**config.mk**
```make
export PLATFORM = sky130hd
export DESIGN_NAME = tdm_chain_port
export DESIGN_NICKNAME = d
export VERILOG_FILES = /design/src/rtl/tdm_chain_pkg.sv /design/src/rtl/tdm_bit_clock.sv /design/src/rtl/tdm_sample_hold.sv /design/src/rtl/tdm_frame_seq.sv /design/src/rtl/tdm_chain_port.sv
export SDC_FILE = /design/constraint.sdc
export NUM_CORES = 1
export LEC_CHECK = 0
export BUFFER_PORTS_ARGS = -buffer_cell sky130_fd_sc_hd__buf_4
export CORE_ASPECT_RATIO = 0.5
export CORE_UTILIZATION = 31
export DETAILED_ROUTE_END_ITERATION = 8
export SLEW_MARGIN = 25
export SYNTH_ARGS = -nofsm -noshare
export SYNTH_HDL_FRONTEND = slang
export SYNTH_SLANG_ARGS = --single-unit
```
**constraint.sdc**
```tcl
create_clock -name clk -period 3.8 [get_ports clk]
set_clock_uncertainty 0.1 [all_clocks]
set_input_delay 0.76 -clock clk [delete_from_list [all_inputs] [get_ports clk]]
set_output_delay 0.76 -clock clk [all_outputs]
set_load 0.005 [all_outputs]
```
**src/rtl/tdm_chain_pkg.sv**
```systemverilog
package tdm_chain_pkg;

    // Frame sequencer states
    typedef enum logic [1:0] {
        SEQ_IDLE  = 2'd0,   // not owning the line, waiting for a trigger
        SEQ_SYNC  = 2'd1,   // master: frame sync period before first bit
        SEQ_SHIFT = 2'd2,   // own slot: driving the shared line
        SEQ_TAIL  = 2'd3    // master: waiting while downstream slots run
    } seq_state_e;

endpackage

```
**src/rtl/tdm_bit_clock.sv**
```systemverilog
module tdm_bit_clock #(
    parameter int SCLK_DIV = 4
) (
    input  logic clk,
    input  logic rst_n,
    input  logic master_mode,
    input  logic sclk_in,
    output logic sclk_out,
    output logic rise_stb,
    output logic fall_stb
);

    localparam int CW       = (SCLK_DIV > 2) ? $clog2(SCLK_DIV) : 1;
    localparam int HALF     = SCLK_DIV / 2;
    localparam logic [CW-1:0] DIV_LAST  = CW'(SCLK_DIV - 1);
    localparam logic [CW-1:0] HALF_LAST = CW'(HALF - 1);
    localparam logic [CW-1:0] HALF_CNT  = CW'(HALF);

    typedef struct packed {
        logic [CW-1:0] div;
        logic          sclk_in;
    } clk_reg_t;

    clk_reg_t st_d, st_q;

    logic m_rise, m_fall, s_rise, s_fall;

    always_comb begin
        st_d         = st_q;
        st_d.div     = (st_q.div == DIV_LAST) ? '0 : st_q.div + 1'b1;
        st_d.sclk_in = sclk_in;

        // master strobes: rising edge mid period, falling at wrap
        m_rise = (st_q.div == HALF_LAST);
        m_fall = (st_q.div == DIV_LAST);
        // slave strobes: edge detect on the external clock
        s_rise = sclk_in & ~st_q.sclk_in;
        s_fall = ~sclk_in & st_q.sclk_in;

        rise_stb = master_mode ? m_rise : s_rise;
        fall_stb = master_mode ? m_fall : s_fall;
        sclk_out = master_mode & (st_q.div >= HALF_CNT);
    end

    always_ff @(posedge clk) begin
        if (!rst_n) begin
            st_q <= '0;
        end else begin
            st_q <= st_d;
        end
    end

    // rising and falling strobes never coincide
    a_r11_strobe_excl : assert property (@(posedge clk) disable iff (!rst_n)
        $onehot0({rise_stb, fall_stb}));

    // after a master rising strobe the generated clock is high
    a_r11_sclk_high : assert property (@(posedge clk) disable iff (!rst_n)
        (master_mode && rise_stb && $stable(master_mode)) |=> sclk_out);

endmodule

```
**src/rtl/tdm_sample_hold.sv**
```systemverilog
module tdm_sample_hold #(
    parameter int WORD_W       = 16,
    parameter int DV_SHORT_CYC = 2,
    parameter int DV_LONG_CYC  = 4
) (
    input  logic                clk,
    input  logic                rst_n,
    input  logic                sample_valid,
    input  logic [WORD_W-1:0]   sample_i,
    input  logic [WORD_W-1:0]   sample_q,
    input  logic                dv_long,
    input  logic                take,
    output logic [2*WORD_W-1:0] hold_word,
    output logic                pending,
    output logic                overrun,
    output logic                dv_out
);

    localparam int PAIR_W = 2 * WORD_W;
    localparam int DVW    = $clog2(DV_LONG_CYC + 1);
    localparam logic [DVW-1:0] DV_SHORT = DVW'(DV_SHORT_CYC);
    localparam logic [DVW-1:0] DV_LONG  = DVW'(DV_LONG_CYC);

    typedef struct packed {
        logic [PAIR_W-1:0] word;
        logic              pending;
        logic              overrun;
        logic [DVW-1:0]    dv_cnt;
    } hold_reg_t;

    hold_reg_t st_d, st_q;

    always_comb begin
        st_d = st_q;

        // the sequencer consumes the held pair
        if (take) begin
            st_d.pending = 1'b0;
        end

        if (sample_valid) begin
            st_d.word    = {sample_i, sample_q};
            st_d.pending = 1'b1;
            if (st_q.pending && !take) begin
                st_d.overrun = 1'b1;
            end
        end

        // data-valid pulse counter
        if (sample_valid) begin
            st_d.dv_cnt = dv_long ? DV_LONG : DV_SHORT;
        end else if (st_q.dv_cnt != '0) begin
            st_d.dv_cnt = st_q.dv_cnt - 1'b1;
        end
    end

    always_ff @(posedge clk) begin
        if (!rst_n) begin
            st_q <= '0;
        end else begin
            st_q <= st_d;
        end
    end

    assign hold_word = st_q.word;
    assign pending   = st_q.pending;
    assign overrun   = st_q.overrun;
    assign dv_out    = (st_q.dv_cnt != '0);

    // overrun is sticky
    a_r9_overrun_sticky : assert property (@(posedge clk) disable iff (!rst_n)
        overrun |=> overrun);

    // overrun only rises when a sample lands on an unsent one
    a_r9_overrun_cause : assert property (@(posedge clk) disable iff (!rst_n)
        $rose(overrun) |-> ($past(sample_valid) && $past(pending)));

    // a data-valid pulse always follows a sample strobe
    a_r7_dv_source : assert property (@(posedge clk) disable iff (!rst_n)
        $rose(dv_out) |-> $past(sample_valid));

endmodule

```
**src/rtl/tdm_frame_seq.sv**
```systemverilog
module tdm_frame_seq
    import tdm_chain_pkg::*;
#(
    parameter int WORD_W      = 16,
    parameter int CHAIN_SLOTS = 2
) (
    input  logic                clk,
    input  logic                rst_n,
    input  logic                master_mode,
    input  logic                cascade_en,
    input  logic                fsync_in,
    input  logic                fe_in,
    input  logic                rise_stb,
    input  logic                fall_stb,
    input  logic                pending,
    input  logic [2*WORD_W-1:0] hold_word,
    output logic                take,
    output logic                sdo,
    output logic                sdo_oe,
    output logic                fe_out,
    output logic                fsync_out
);

    localparam int FRAME_BITS = 2 * WORD_W;
    localparam int BCW        = $clog2(FRAME_BITS);
    localparam int TAIL_BITS  = (CHAIN_SLOTS - 1) * FRAME_BITS;
    localparam int TCW        = (TAIL_BITS > 2) ? $clog2(TAIL_BITS) : 1;
    localparam int TAIL_LAST  = (TAIL_BITS > 0) ? TAIL_BITS - 1 : 0;
    localparam logic [BCW-1:0] BIT_LAST = BCW'(FRAME_BITS - 1);
    localparam logic [BCW-1:0] BIT_PREV = BCW'(FRAME_BITS - 2);
    localparam logic [TCW-1:0] TAIL_END = TCW'(TAIL_LAST);

    typedef struct packed {
        seq_state_e            state;
        logic [FRAME_BITS-1:0] shreg;
        logic [BCW-1:0]        bcnt;
        logic [TCW-1:0]        tcnt;
        logic                  trig;
        logic                  sdo;
        logic                  oe;
        logic                  fe;
        logic                  fsync;
    } seq_reg_t;

    seq_reg_t st_d, st_q;
    logic     initiator;

    assign initiator = master_mode & ~cascade_en;

    always_comb begin
        st_d = st_q;
        take = 1'b0;

        // frame inputs are captured on the rising bit-clock edge
        if (rise_stb) begin
            st_d.trig = cascade_en ? fe_in : fsync_in;
        end

        // outputs move on the falling bit-clock edge
        if (fall_stb) begin
            unique case (st_q.state)
                SEQ_IDLE: begin
                    if (initiator) begin
                        if (pending) begin
                            st_d.state = SEQ_SYNC;
                            st_d.shreg = hold_word;
                            st_d.fsync = 1'b1;
                            take       = 1'b1;
                        end
                    end else if (st_q.trig) begin
                        st_d.state = SEQ_SHIFT;
                        st_d.sdo   = hold_word[FRAME_BITS-1];
                        st_d.shreg = {hold_word[FRAME_BITS-2:0], 1'b0};
                        st_d.oe    = 1'b1;
                        st_d.fe    = 1'b0;
                        st_d.bcnt  = '0;
                        st_d.trig  = 1'b0;
                        take       = 1'b1;
                    end
                end
                SEQ_SYNC: begin
                    st_d.state = SEQ_SHIFT;
                    st_d.fsync = 1'b0;
                    st_d.sdo   = st_q.shreg[FRAME_BITS-1];
                    st_d.shreg = {st_q.shreg[FRAME_BITS-2:0], 1'b0};
                    st_d.oe    = 1'b1;
                    st_d.fe    = 1'b0;
                    st_d.bcnt  = '0;
                end
                SEQ_SHIFT: begin
                    if (st_q.bcnt == BIT_LAST) begin
                        st_d.oe   = 1'b0;
                        st_d.fe   = 1'b0;
                        st_d.sdo  = 1'b0;
                        st_d.tcnt = '0;
                        st_d.state = (initiator && (TAIL_BITS > 0)) ? SEQ_TAIL : SEQ_IDLE;
                    end else begin
                        st_d.bcnt  = st_q.bcnt + 1'b1;
                        st_d.sdo   = st_q.shreg[FRAME_BITS-1];
                        st_d.shreg = {st_q.shreg[FRAME_BITS-2:0], 1'b0};
                        st_d.fe    = (st_q.bcnt == BIT_PREV);
                    end
                end
                SEQ_TAIL: begin
                    if (st_q.tcnt == TAIL_END) begin
                        st_d.state = SEQ_IDLE;
                    end else begin
                        st_d.tcnt = st_q.tcnt + 1'b1;
                    end
                end
                default: st_d.state = SEQ_IDLE;
            endcase
        end
    end

    always_ff @(posedge clk) begin
        if (!rst_n) begin
            st_q <= '{state: SEQ_IDLE, default: '0};
        end else begin
            st_q <= st_d;
        end
    end

    assign sdo       = st_q.sdo;
    assign sdo_oe    = st_q.oe;
    assign fe_out    = st_q.fe;
    assign fsync_out = st_q.fsync;

    // frame-end is only raised while this device owns the line
    a_r2_fe_owns : assert property (@(posedge clk) disable iff (!rst_n)
        fe_out |-> sdo_oe);

    // the line is released only after a frame-end bit
    a_r2_release_after_fe : assert property (@(posedge clk) disable iff (!rst_n)
        $fell(sdo_oe) |-> $past(fe_out));

    // the sync period is followed directly by the first data bit
    a_r4_sync_then_data : assert property (@(posedge clk) disable iff (!rst_n)
        (st_q.fsync && fall_stb) |=> (sdo_oe && !fsync_out));

    // a non-initiator only takes the line after a captured trigger
    a_r3_start_needs_trig : assert property (@(posedge clk) disable iff (!rst_n)
        ($rose(sdo_oe) && !initiator && $stable(initiator)) |-> $past(st_q.trig));

endmodule

```
**src/rtl/tdm_chain_port.sv**
```systemverilog
module tdm_chain_port #(
    parameter int WORD_W       = 16,
    parameter int CHAIN_SLOTS  = 2,
    parameter int SCLK_DIV     = 4,
    parameter int DV_SHORT_CYC = 2,
    parameter int DV_LONG_CYC  = 4
) (
    input  logic              clk,
    input  logic              rst_n,
    input  logic              master_mode,
    input  logic              cascade_en,
    input  logic              dv_long,
    input  logic              sample_valid,
    input  logic [WORD_W-1:0] sample_i,
    input  logic [WORD_W-1:0] sample_q,
    input  logic              sclk_in,
    input  logic              fsync_in,
    input  logic              fe_in,
    output logic              sclk_out,
    output logic              fsync_out,
    output logic              sdo,
    output logic              sdo_oe,
    output logic              fe_out,
    output logic              dv_out,
    output logic              overrun
);

    localparam int PAIR_W = 2 * WORD_W;

    logic              rise_stb;
    logic              fall_stb;
    logic              take;
    logic              pending;
    logic [PAIR_W-1:0] hold_word;

    tdm_bit_clock #(
        .SCLK_DIV (SCLK_DIV)
    ) u_clk (
        .clk         (clk),
        .rst_n       (rst_n),
        .master_mode (master_mode),
        .sclk_in     (sclk_in),
        .sclk_out    (sclk_out),
        .rise_stb    (rise_stb),
        .fall_stb    (fall_stb)
    );

    tdm_sample_hold #(
        .WORD_W       (WORD_W),
        .DV_SHORT_CYC (DV_SHORT_CYC),
        .DV_LONG_CYC  (DV_LONG_CYC)
    ) u_hold (
        .clk          (clk),
        .rst_n        (rst_n),
        .sample_valid (sample_valid),
        .sample_i     (sample_i),
        .sample_q     (sample_q),
        .dv_long      (dv_long),
        .take         (take),
        .hold_word    (hold_word),
        .pending      (pending),
        .overrun      (overrun),
        .dv_out       (dv_out)
    );

    tdm_frame_seq #(
        .WORD_W      (WORD_W),
        .CHAIN_SLOTS (CHAIN_SLOTS)
    ) u_seq (
        .clk         (clk),
        .rst_n       (rst_n),
        .master_mode (master_mode),
        .cascade_en  (cascade_en),
        .fsync_in    (fsync_in),
        .fe_in       (fe_in),
        .rise_stb    (rise_stb),
        .fall_stb    (fall_stb),
        .pending     (pending),
        .hold_word   (hold_word),
        .take        (take),
        .sdo         (sdo),
        .sdo_oe      (sdo_oe),
        .fe_out      (fe_out),
        .fsync_out   (fsync_out)
    );

    // a slave never drives the bit clock
    a_r6_slave_quiet_clk : assert property (@(posedge clk) disable iff (!rst_n)
        !master_mode |-> !sclk_out);

endmodule

```
==> impl_metrics.yaml, run 1 <==
outcome:
  status: "finished, final reports clean"
place:
  place.detailed.instances: 704
  routabilityCongestion: 0.738
  port_buffers: 47
  detailed_place_hpwl_um: 6360
yosys:
  yosysUniqueCellTypes: 47
  synth_flop_cell: "dfxtp_1"
  synth_async_sr_flop_share_pct: 0
  netlist_instances: 500
  synth.avg_cell_area_um2: 8.93
  yosys_warnings: 0
  ys_seq_area_share_pct: 39.9
  netlist_area_um2: 4460
  synth_seq_cells: 89
  synth_nets: 557
  synth_enable_flop_cells: 0
cells_and_area:
  most_common_library_cell_in_the_layout_ignoring_fill_and_taps: "dfxtp_1"
  fill_cells: 1451
  synthToLayoutAreaGrowth_pct: 17.7
  n_antenna_cell: 0
  nets_final: 580
  layout.cells.most_common_list: "89 x dfxtp_1, 67 x mux2i_1, 55 x buf_4"
  drive_above_1_share_pct: 14.2
  final_instance_count_without_filler_cells: 719
clock_network:
  master_cell_of_the_clock_root_buffer: "clkbuf_16"
  buffer_depth_of_the_longest_clock_path: 2
  cts_post_setup_buffers_inserted: 0
  tritoncts: "yes"
  cts_num_sinks: 89
  cts_repair_resize_count: 0
  clk-insertion-delay-late_ns: 0.34
  htree_levels: 3
  clkSlewWorstSetupHoldPaths_ns: 0.06
  cts-hold-fix-buffers: 0
  numCtsBuffers: 9
worst_setup_path:
  type_of_element_capturing_the_critical_path: "flop"
  critPathKind: "reg -> reg"
  worst-r2r-setup-slack_ns: 1.38
  cpMaxStageDelayCell: "ha_1"
  reg2reg_from: "u_seq.st_q[47]"
  largest_fanout_of_any_net_on_the_critical_path: 21
  startpoint_type: "flop"
  cpPeakStageDelay_ns: 0.59
  worstRegToRegCells: 6
  worstPathRequired_ns: 3.97
  rr_endpoint: "u_seq.sdo"
  worstPathCellList: "inv_1 -> ha_1 -> buf_4 -> nand4b_1 -> a2111o_1 -> a21oi_1"
  crit_arrival_ns: 2.59
timing:
  hold_violation_total_from_the_final_report: 0
  timing_max_transition_violations_final: 0
  setup_repair_after_global_routing_missed_its_margin: "false"
  maxClockFrequency_ghz: 0.414
  fin_crit_ns: 2.42
  timing_worst_slew_pin_value_ns: 0.839
  slew-limit-headroom_pct: 44.0
  post_route_clock_period_utilization_pct: 63.6
  setup_violations: 0
  finalSetupTns_ns: 0
drt:
  detail_route.wirelength_um: 9640
  drt_first_pass_iters: 4
  wl_per_cell_um: 13.4
  ant_nets: 0
  vias_per_cell: 5.00
  drt_drc_violations_left: 0
  routed-via-count: 3594
  detailedRoute.firstIterationViolations: 203
worst_hold_path:
  worstHoldPathType: "reg -> reg"
  worst_min_delay_path_endpoint: "u_hold.overrun"
  worst_hold_path.num_cells: 2
  min_from: "u_hold.overrun"
power:
  power.switching_w: 0.000520
  comb_power_share_pct: 11.5
  internal_cell_power_w: 0.00166
  report.power.total_w: 0.00218
  power.sequential.fraction_pct: 45.5
  power.density_nw_per_um2: 415
  ir_worst_vdd_v: 0.000219
  share_clk_of_total_power_pct: 43.0
  leakagePower_nw: 2.13
  net_switching_fraction_of_the_power_pct: 23.9
flow_run:
  cap_viol_max_count: 0
die:
  die_w_um: 172
  core_um2: 13800
  rows: 30
  floorplan.io_pins: 48
  initial_utilization_pct: 32.3
  fp.dieH_um: 86.8
  die-area_um2: 14900
global_routing:
  grt_max_degree: 36
  grt_first_pass_wirelength_um: 16500
  grt_overflow: 0
  grt_pass1_vias: 3517
  grt_antenna_before_repair: 0
  grt_util_all_layers_pct: 14.0
## metal layers
| layer | routed length, um | global-route usage [%] | share of wire [%] | vias to the layer above |
|---|---|---|---|---|
| met2 | 4420 | 23.0 | 46 | 37 |
| met1 | 4790 | 17.6 | 50 | 1703 |
| met3 | 266 | 3.42 | 2.8 | 16 |
| met4 | 162 | 5.44 | 1.7 | 0 |
| li1 | - | - | - | 1838 |
| met5 | 0 | 0 | 0 | - |
## per-stage QoR
| stage | setup WS [ns] | area, um2 | hold WS, ns | util, % |
|---|---|---|---|---|
| 3_5_place_dp | 1.12 | 4940 | 0.344 | 35.8 |
| 4_1_cts | 1.37 | 5260 | 0.358 | 38.0 |
| 3_3_place_gp | 1.17 | 4940 | 0.345 | 35.8 |
| 2_1_floorplan | 1.31 | 4460 | 0.333 | - |
| 6_report | 1.38 | 5260 | 0.350 | 38.0 |
| 5_1_grt | 1.13 | 5260 | 0.398 | 38.0 |
## kinds of logic (layout without fill, tap and decap cells)
logic type,Yosys count,count (layout),share of synthesized area [%]
AO/OA/AOI/OAI,113,113,17.4
XOR/XNOR,1,1,0.196
multiplexers,68,68,15.3
AND/OR/NAND/NOR,157,157,17.7
adder cells (fa/ha/maj),16,16,4.49
flip-flops,89,89,39.9
buffers and inverters,56,83,4.99
## Yosys cell counts (2+ instances only)
master    count  share of area [%]
a211o_1       2               0.39
a211oi_1      3               0.50
a21oi_1      43                4.8
a221o_1       3               0.67
a311oi_1     30                5.9
and2_1        3               0.42
and3_1        3               0.42
buf_1         6               0.50
buf_2         4               0.45
clkbuf_1     32                2.7
dfxtp_1      89                 40
ha_1         16                4.5
inv_1        13                1.1
mux2i_1      67                 15
nand2_1      41                3.4
nand2b_1      5               0.70
nand3_1       6               0.67
nand4_1       2               0.28
nor2_1       44                3.7
nor2b_1      34                4.8
nor3_1        2               0.22
nor3b_1       3               0.50
nor4bb_1      2               0.45
o211ai_1      2               0.34
o21a_1        3               0.50
o21ai_0      12                1.3
o311ai_0      2               0.39
o31ai_1       4               0.67
or3_1         2               0.28
or4_1         5               0.84
## power by group through the flow
stage / Sequential, W / Clock [W] / Combinational (W)
2_1_floorplan: 0.00101 / 0 / 0.000177
3_5_place_dp: 0.00101 / 0 / 0.000254
3_3_place_gp: 0.00101 / 0 / 0.000251
6_report: 0.000992 / 0.000937 / 0.000251
4_1_cts: 0.000992 / 0.000963 / 0.000255
5_1_grt: 0.000996 / 0.00100 / 0.000280
## worst max-delay path by stage
| stage | start | end | slack, ns | depth (start not counted) |
|---|---|---|---|---|
| after detailed placement | master_mode | u_seq.st_q[22] | 1.12 | 6 |
| after global placement | master_mode | u_seq.st_q[22] | 1.17 | 6 |
| after CTS | u_seq.st_q[47] | u_seq.st_q[46] | 1.37 | 7 |
| final | u_seq.st_q[47] | u_seq.sdo | 1.38 | 6 |
| after global routing | u_seq.st_q[47] | u_seq.st_q[46] | 1.13 | 7 |
| after floorplan | master_mode | u_seq.st_q[11] | 1.31 | 6 |
## area by class of cell
type	instances	area (um2)	area share, %
clock buffer	10	229	4.36
clock inverter	5	81.3	1.55
inverter	13	48.8	0.929
multi-input combinational	355	2460	46.8
sequential	89	1780	33.9
tap	192	240	4.57
timing repair buffer	55	413	7.86
## flip-flops by register name (all words and copies together), names as in the netlist
| register | cells |
|---|---|
| u_seq.st_q | 45 |
| u_hold.hold_word | 32 |
| u_clk.st_q | 3 |
| u_hold.st_q | 3 |
| u_hold.overrun | 1 |
| u_hold.pending | 1 |
| u_seq.fe_out | 1 |
| u_seq.fsync_out | 1 |
| u_seq.sdo | 1 |
| u_seq.sdo_oe | 1 |
## critical path, delay by kind of cell, from the launching register on
kind,cells,cell delay (ns)
adder cells (fa/ha/maj),1,0.59
buffers and inverters,2,0.44
AND/OR/NAND/NOR,1,0.21
AO/OA/AOI/OAI,2,0.61
flip-flops,1,0.38
Note: power is estimated with default switching activity, not from simulation.
==> run 2: changes to the inputs <==
==> constraint.sdc (replaced) <==
create_clock -name clk -period 2.28 [get_ports clk]
set_clock_uncertainty 0.1 [all_clocks]
set_input_delay 0.456 -clock clk [delete_from_list [all_inputs] [get_ports clk]]
set_output_delay 0.456 -clock clk [all_outputs]
set_load 0.005 [all_outputs]
==> impl_metrics.yaml, run 2 (synthesis results as in run 1) <==
worst_setup_path:
  startpoint_type: "flop"
  worst-r2r-setup-slack_ns: 0.07
  cp.buffers_inverters: 3
  worstPathCellList: "ha_2 -> and3_1 -> ha_2 -> buf_4 -> a221oi_4 -> buf_12 -> clkbuf_16 -> a21oi_1 -> a311oi_1"
  worstPathRequired_ns: 2.43
  critPathKind: "reg -> reg"
  crit_arrival_ns: 2.36
  timing.critical_path.max_delay_family: "compound AO/OA/AOI/OAI gates"
  type_of_element_capturing_the_critical_path: "flop"
  critical_path.most_common_cell: "ha_2"
  cpMaxStageDelayCell: "dfxtp_2"
  cpPeakStageDelay_ns: 0.34
  largest_fanout_of_any_net_on_the_critical_path: 15
cells_and_area:
  registers.top_by_ff_count: "u_seq.st_q"
  largest_register_ffs: 45
  fill_cells: 1428
  layout.cells.most_common_list: "88 x dfxtp_1, 67 x mux2i_1, 63 x buf_4"
  finalInstanceArea_um2: 5550
  most_common_library_cell_in_the_layout_ignoring_fill_and_taps: "dfxtp_1"
  synthToLayoutAreaGrowth_pct: 24.4
  drive_above_1_share_pct: 18.7
  n_antenna_cell: 0
  nets_final: 597
timing:
  setup_violations: 0
  post_route_clock_period_utilization_pct: 97.0
  fin_crit_ns: 2.21
  fin_worst_hold_slack_ns: 0.239
  finalSetupTns_ns: 0
  setup_repair_after_global_routing_missed_its_margin: "false"
  timing_worst_slew_pin_value_ns: 0.539
  timing_max_transition_violations_final: 0
  slew-limit-headroom_pct: 64.0
  maxClockFrequency_ghz: 0.452
  hold_violation_total_from_the_final_report: 0
clock_network:
  cts-hold-fix-buffers: 0
  clk-insertion-delay-late_ns: 0.34
  htree_levels: 3
  numCtsBuffers: 9
  clkSlewWorstSetupHoldPaths_ns: 0.07
  master_cell_of_the_clock_root_buffer: "clkbuf_16"
  tritoncts: "yes"
  buffer_depth_of_the_longest_clock_path: 2
  cts_num_sinks: 89
global_routing:
  grt_first_pass_wirelength_um: 17000
  grt_pass1_vias: 3548
  grt_antenna_before_repair: 0
  grt_overflow: 0
  grt_max_degree: 32
  grt_util_all_layers_pct: 14.3
die:
  fp.dieH_um: 86.8
  core_um2: 13800
  initial_utilization_pct: 32.3
  die_w_um: 172
  die-area_um2: 14900
  rows: 30
  floorplan.io_pins: 48
place:
  port_buffers: 47
  dpl-instance-area_um2: 5100
  detailed_place_hpwl_um: 6760
  routabilityCongestion: 0.766
power:
  leakagePower_nw: 2.25
  power.density_nw_per_um2: 677
  report.power.total_w: 0.00376
  ir_worst_vdd_v: 0.000367
outcome:
  status: "finished, final reports clean"
flow_run:
  cap_viol_max_count: 0
drt:
  detail_route.wirelength_um: 10300
  drt_drc_violations_left: 0
  ant_nets: 0
  vias_per_cell: 5.03
  detailedRoute.firstIterationViolations: 242
  wl_per_cell_um: 14.0
  routed-via-count: 3710
  drt_first_pass_iters: 4
worst_hold_path:
  worstHoldPathType: "in -> reg"
run 2: cell types whose count changed in the layout (fill, tap and decap cells not counted), sizes merged:
cell    before  now
buf         55   69
clkbuf      10   13
inv         13   14
clkinv       2    1
a221o        3    4
run 2: layout make-up:
cell class,count,area [um2],share of cell area [%]
sequential,89,1780,32.1
timing repair buffer,71,643,11.6
clock buffer,11,243,4.37
clock inverter,5,87.6,1.58
tap,192,240,4.33
multi-input combinational,356,2500,45.1
inverter,13,48.8,0.879
run 2: per-layer routing:
layer  global-route usage, %  vias up  routed length [um]
met3                    3.93       18                 386
met4                    4.06        0                 137
met2                    23.6       55                4860
met1                    18.4     1755                4950
met5                       0        -                   0
li1                        -     1882                   -
run 2: worst reg2reg max path, stage by stage, from the launching register on:
cell and delay (ns):
dfxtp_2 0.34, ha_2 0.19, and3_1 0.20, ha_2 0.19, buf_4 0.15, a221oi_4 0.31
buf_12 0.16, clkbuf_16 0.17, a21oi_1 0.07, a311oi_1 0.24
run 2: repair_timing:
action                     CTS  global route
buffers inserted             0             1
hold endpoints to repair     0             0
cloned                       0             3
gates resized for setup      1            10
setup endpoints to repair    1            38
pin swaps                    1             6
run 2: path summary, 6_finish.rpt:
path,from,end,cells after the start
setup reg to reg,u_seq.st_q[11],u_seq.st_q[34],9
hold / removal,sclk_in,u_clk.st_q[0],2
setup / recovery,u_seq.st_q[11],u_seq.st_q[34],9
hold reg to reg,u_seq.sdo_oe,u_seq.sdo_oe,2
run 2: through the flow:
stage	setup WS, ns	cells	utilization [%]
final	0.0691	737	40.2
after global routing	0.00744	737	40.2
after CTS	0.0216	733	39.4
after detailed placement	0.0280	717	37.0
after global placement	0.0252	717	37.0
after floorplan	0.0904	500	-
run 2: power by group:
part / internal, W / switching (W)
logic: 0.000229 / 0.000239
clock network: 0.00100 / 0.000634
registers: 0.00162 / 0.0000356
==> run 3: changes to the inputs <==
--- a/config.mk
+++ b/config.mk
@@ -6,9 +6,11 @@
 export NUM_CORES = 1
 export LEC_CHECK = 0
 export BUFFER_PORTS_ARGS = -buffer_cell sky130_fd_sc_hd__buf_4
+export CAP_MARGIN = 10
 export CORE_ASPECT_RATIO = 0.5
 export CORE_UTILIZATION = 31
 export DETAILED_ROUTE_END_ITERATION = 8
+export REMOVE_ABC_BUFFERS = 1
 export SLEW_MARGIN = 25
 export SYNTH_ARGS = -nofsm -noshare
 export SYNTH_HDL_FRONTEND = slang
==> impl_metrics.yaml, run 3 (synthesis results as in run 1) <==
outcome:
  status: "finished, final reports clean"
worst_setup_path:
  largest_fanout_of_any_net_on_the_critical_path: 6
  crit_arrival_ns: 2.37
  critPathKind: "reg -> reg"
  startpoint_type: "flop"
  type_of_element_capturing_the_critical_path: "flop"
  worstRegToRegCells: 6
  worst-r2r-setup-slack_ns: 0.1
  worstPathRequired_ns: 2.46
drt:
  vias_per_cell: 4.92
  detail_route.wirelength_um: 10200
  detailedRoute.firstIterationViolations: 175
  wl_per_cell_um: 13.8
  ant_nets: 0
  routed-via-count: 3624
  drt_drc_violations_left: 0
  drt_first_pass_iters: 5
global_routing:
  grt_max_degree: 53
  grt_overflow: 0
  grt_pass1_vias: 3452
  grt_antenna_before_repair: 0
  grt_util_all_layers_pct: 14.0
  grt_first_pass_wirelength_um: 16600
worst_hold_path:
  worst_hold_path.num_cells: 2
  worstHoldPathType: "in -> reg"
die:
  rows: 30
  core_um2: 13800
  fp.dieH_um: 86.8
  floorplan.io_pins: 48
  initial_utilization_pct: 32.3
  die-area_um2: 14900
  die_w_um: 172
power:
  power.density_nw_per_um2: 682
  ir_worst_vdd_v: 0.000350
  leakagePower_nw: 2.26
timing:
  finalSetupTns_ns: 0
  maxClockFrequency_ghz: 0.458
  post_route_clock_period_utilization_pct: 95.7
  fin_ws_ns: 0.0987
  slew-limit-headroom_pct: 62.6
  setup_violations: 0
  timing_max_transition_violations_final: 0
  hold_violation_total_from_the_final_report: 0
  timing_worst_slew_pin_value_ns: 0.561
  fin_worst_hold_slack_ns: 0.233
  fin_crit_ns: 2.18
  setup_repair_after_global_routing_missed_its_margin: "false"
place:
  dpl-instance-area_um2: 5110
  setup_slack_after_placement_ns: 0.0286
  port_buffers: 47
  routabilityCongestion: 0.753
  detailed_place_hpwl_um: 6590
cells_and_area:
  n_antenna_cell: 0
  drive_above_1_share_pct: 18.2
  nets_final: 597
  finalCoreUtilization_pct: 40.1
  registers.top_by_ff_count: "u_seq.st_q"
  most_common_library_cell_in_the_layout_ignoring_fill_and_taps: "dfxtp_1"
  synthToLayoutAreaGrowth_pct: 24.3
  layout.cells.most_common_list: "89 x dfxtp_1, 67 x mux2i_1, 62 x buf_4"
  largest_register_ffs: 45
  finalInstanceArea_um2: 5550
flow_run:
  cap_viol_max_count: 0
clock_network:
  clkSlewWorstSetupHoldPaths_ns: 0.07
  cts-hold-fix-buffers: 0
  buffer_depth_of_the_longest_clock_path: 2
  tritoncts: "yes"
  htree_levels: 3
  numCtsBuffers: 9
  cts_num_sinks: 89
  master_cell_of_the_clock_root_buffer: "clkbuf_16"
  clk-insertion-delay-late_ns: 0.35
==> run 3: repair_timing <==
item | CTS | global route
setup buffers | 0 | 3
resized for setup | 0 | 6
endpoints found under the setup margin | 0 | 21
==> run 3: stage by stage <==
step / total power (W) / std cells
4_1_cts: 0.00382 / 732
3_3_place_gp: 0.00213 / 716
3_5_place_dp: 0.00214 / 716
6_report: 0.00378 / 737
2_1_floorplan: 0.00194 / 457
5_1_grt: 0.00395 / 737
==> run 3: area by class of cell <==
cell class | instances | area [um2]
fillers | 1394 | 8270
multi-input cells | 355 | 2490
flip-flops and latches | 89 | 1780
repair buffers | 72 | 652
well taps | 192 | 240
clock buffers | 9 | 225
clock inverters | 7 | 108
inverters | 13 | 48.8
==> run 3: worst paths after layout <==
path             startpoint              to
max reg2reg  u_seq.st_q[11]  u_seq.st_q[11]
min                 sclk_in   u_clk.st_q[0]
min reg2reg  u_hold.overrun  u_hold.overrun
max          u_seq.st_q[11]  u_seq.st_q[11]
==> run 3: where the power goes <==
| group | switching [W] | internal, W | total [W] |
|---|---|---|---|
| clock | 0.000679 | 0.000983 | 0.00166 |
| combinational | 0.000238 | 0.000229 | 0.000467 |
| sequential | 0.0000357 | 0.00162 | 0.00165 |
| total | 0.000953 | 0.00283 | 0.00378 |
==> run 3: worst max-delay path, stage by stage, from the launching register on <==
cell     delay [ns]
dfxtp_1        0.32
ha_2           0.19
and3_1         0.20
ha_1           0.20
a221o_2        0.46
or4_1          0.50
a21oi_2        0.14
==> run 3: routing by layer <==
metal	global-route usage (%)	wire, um
met1	18.3	5220
met2	22.2	4530
met4	5.19	104
met5	0	0
met3	3.88	350
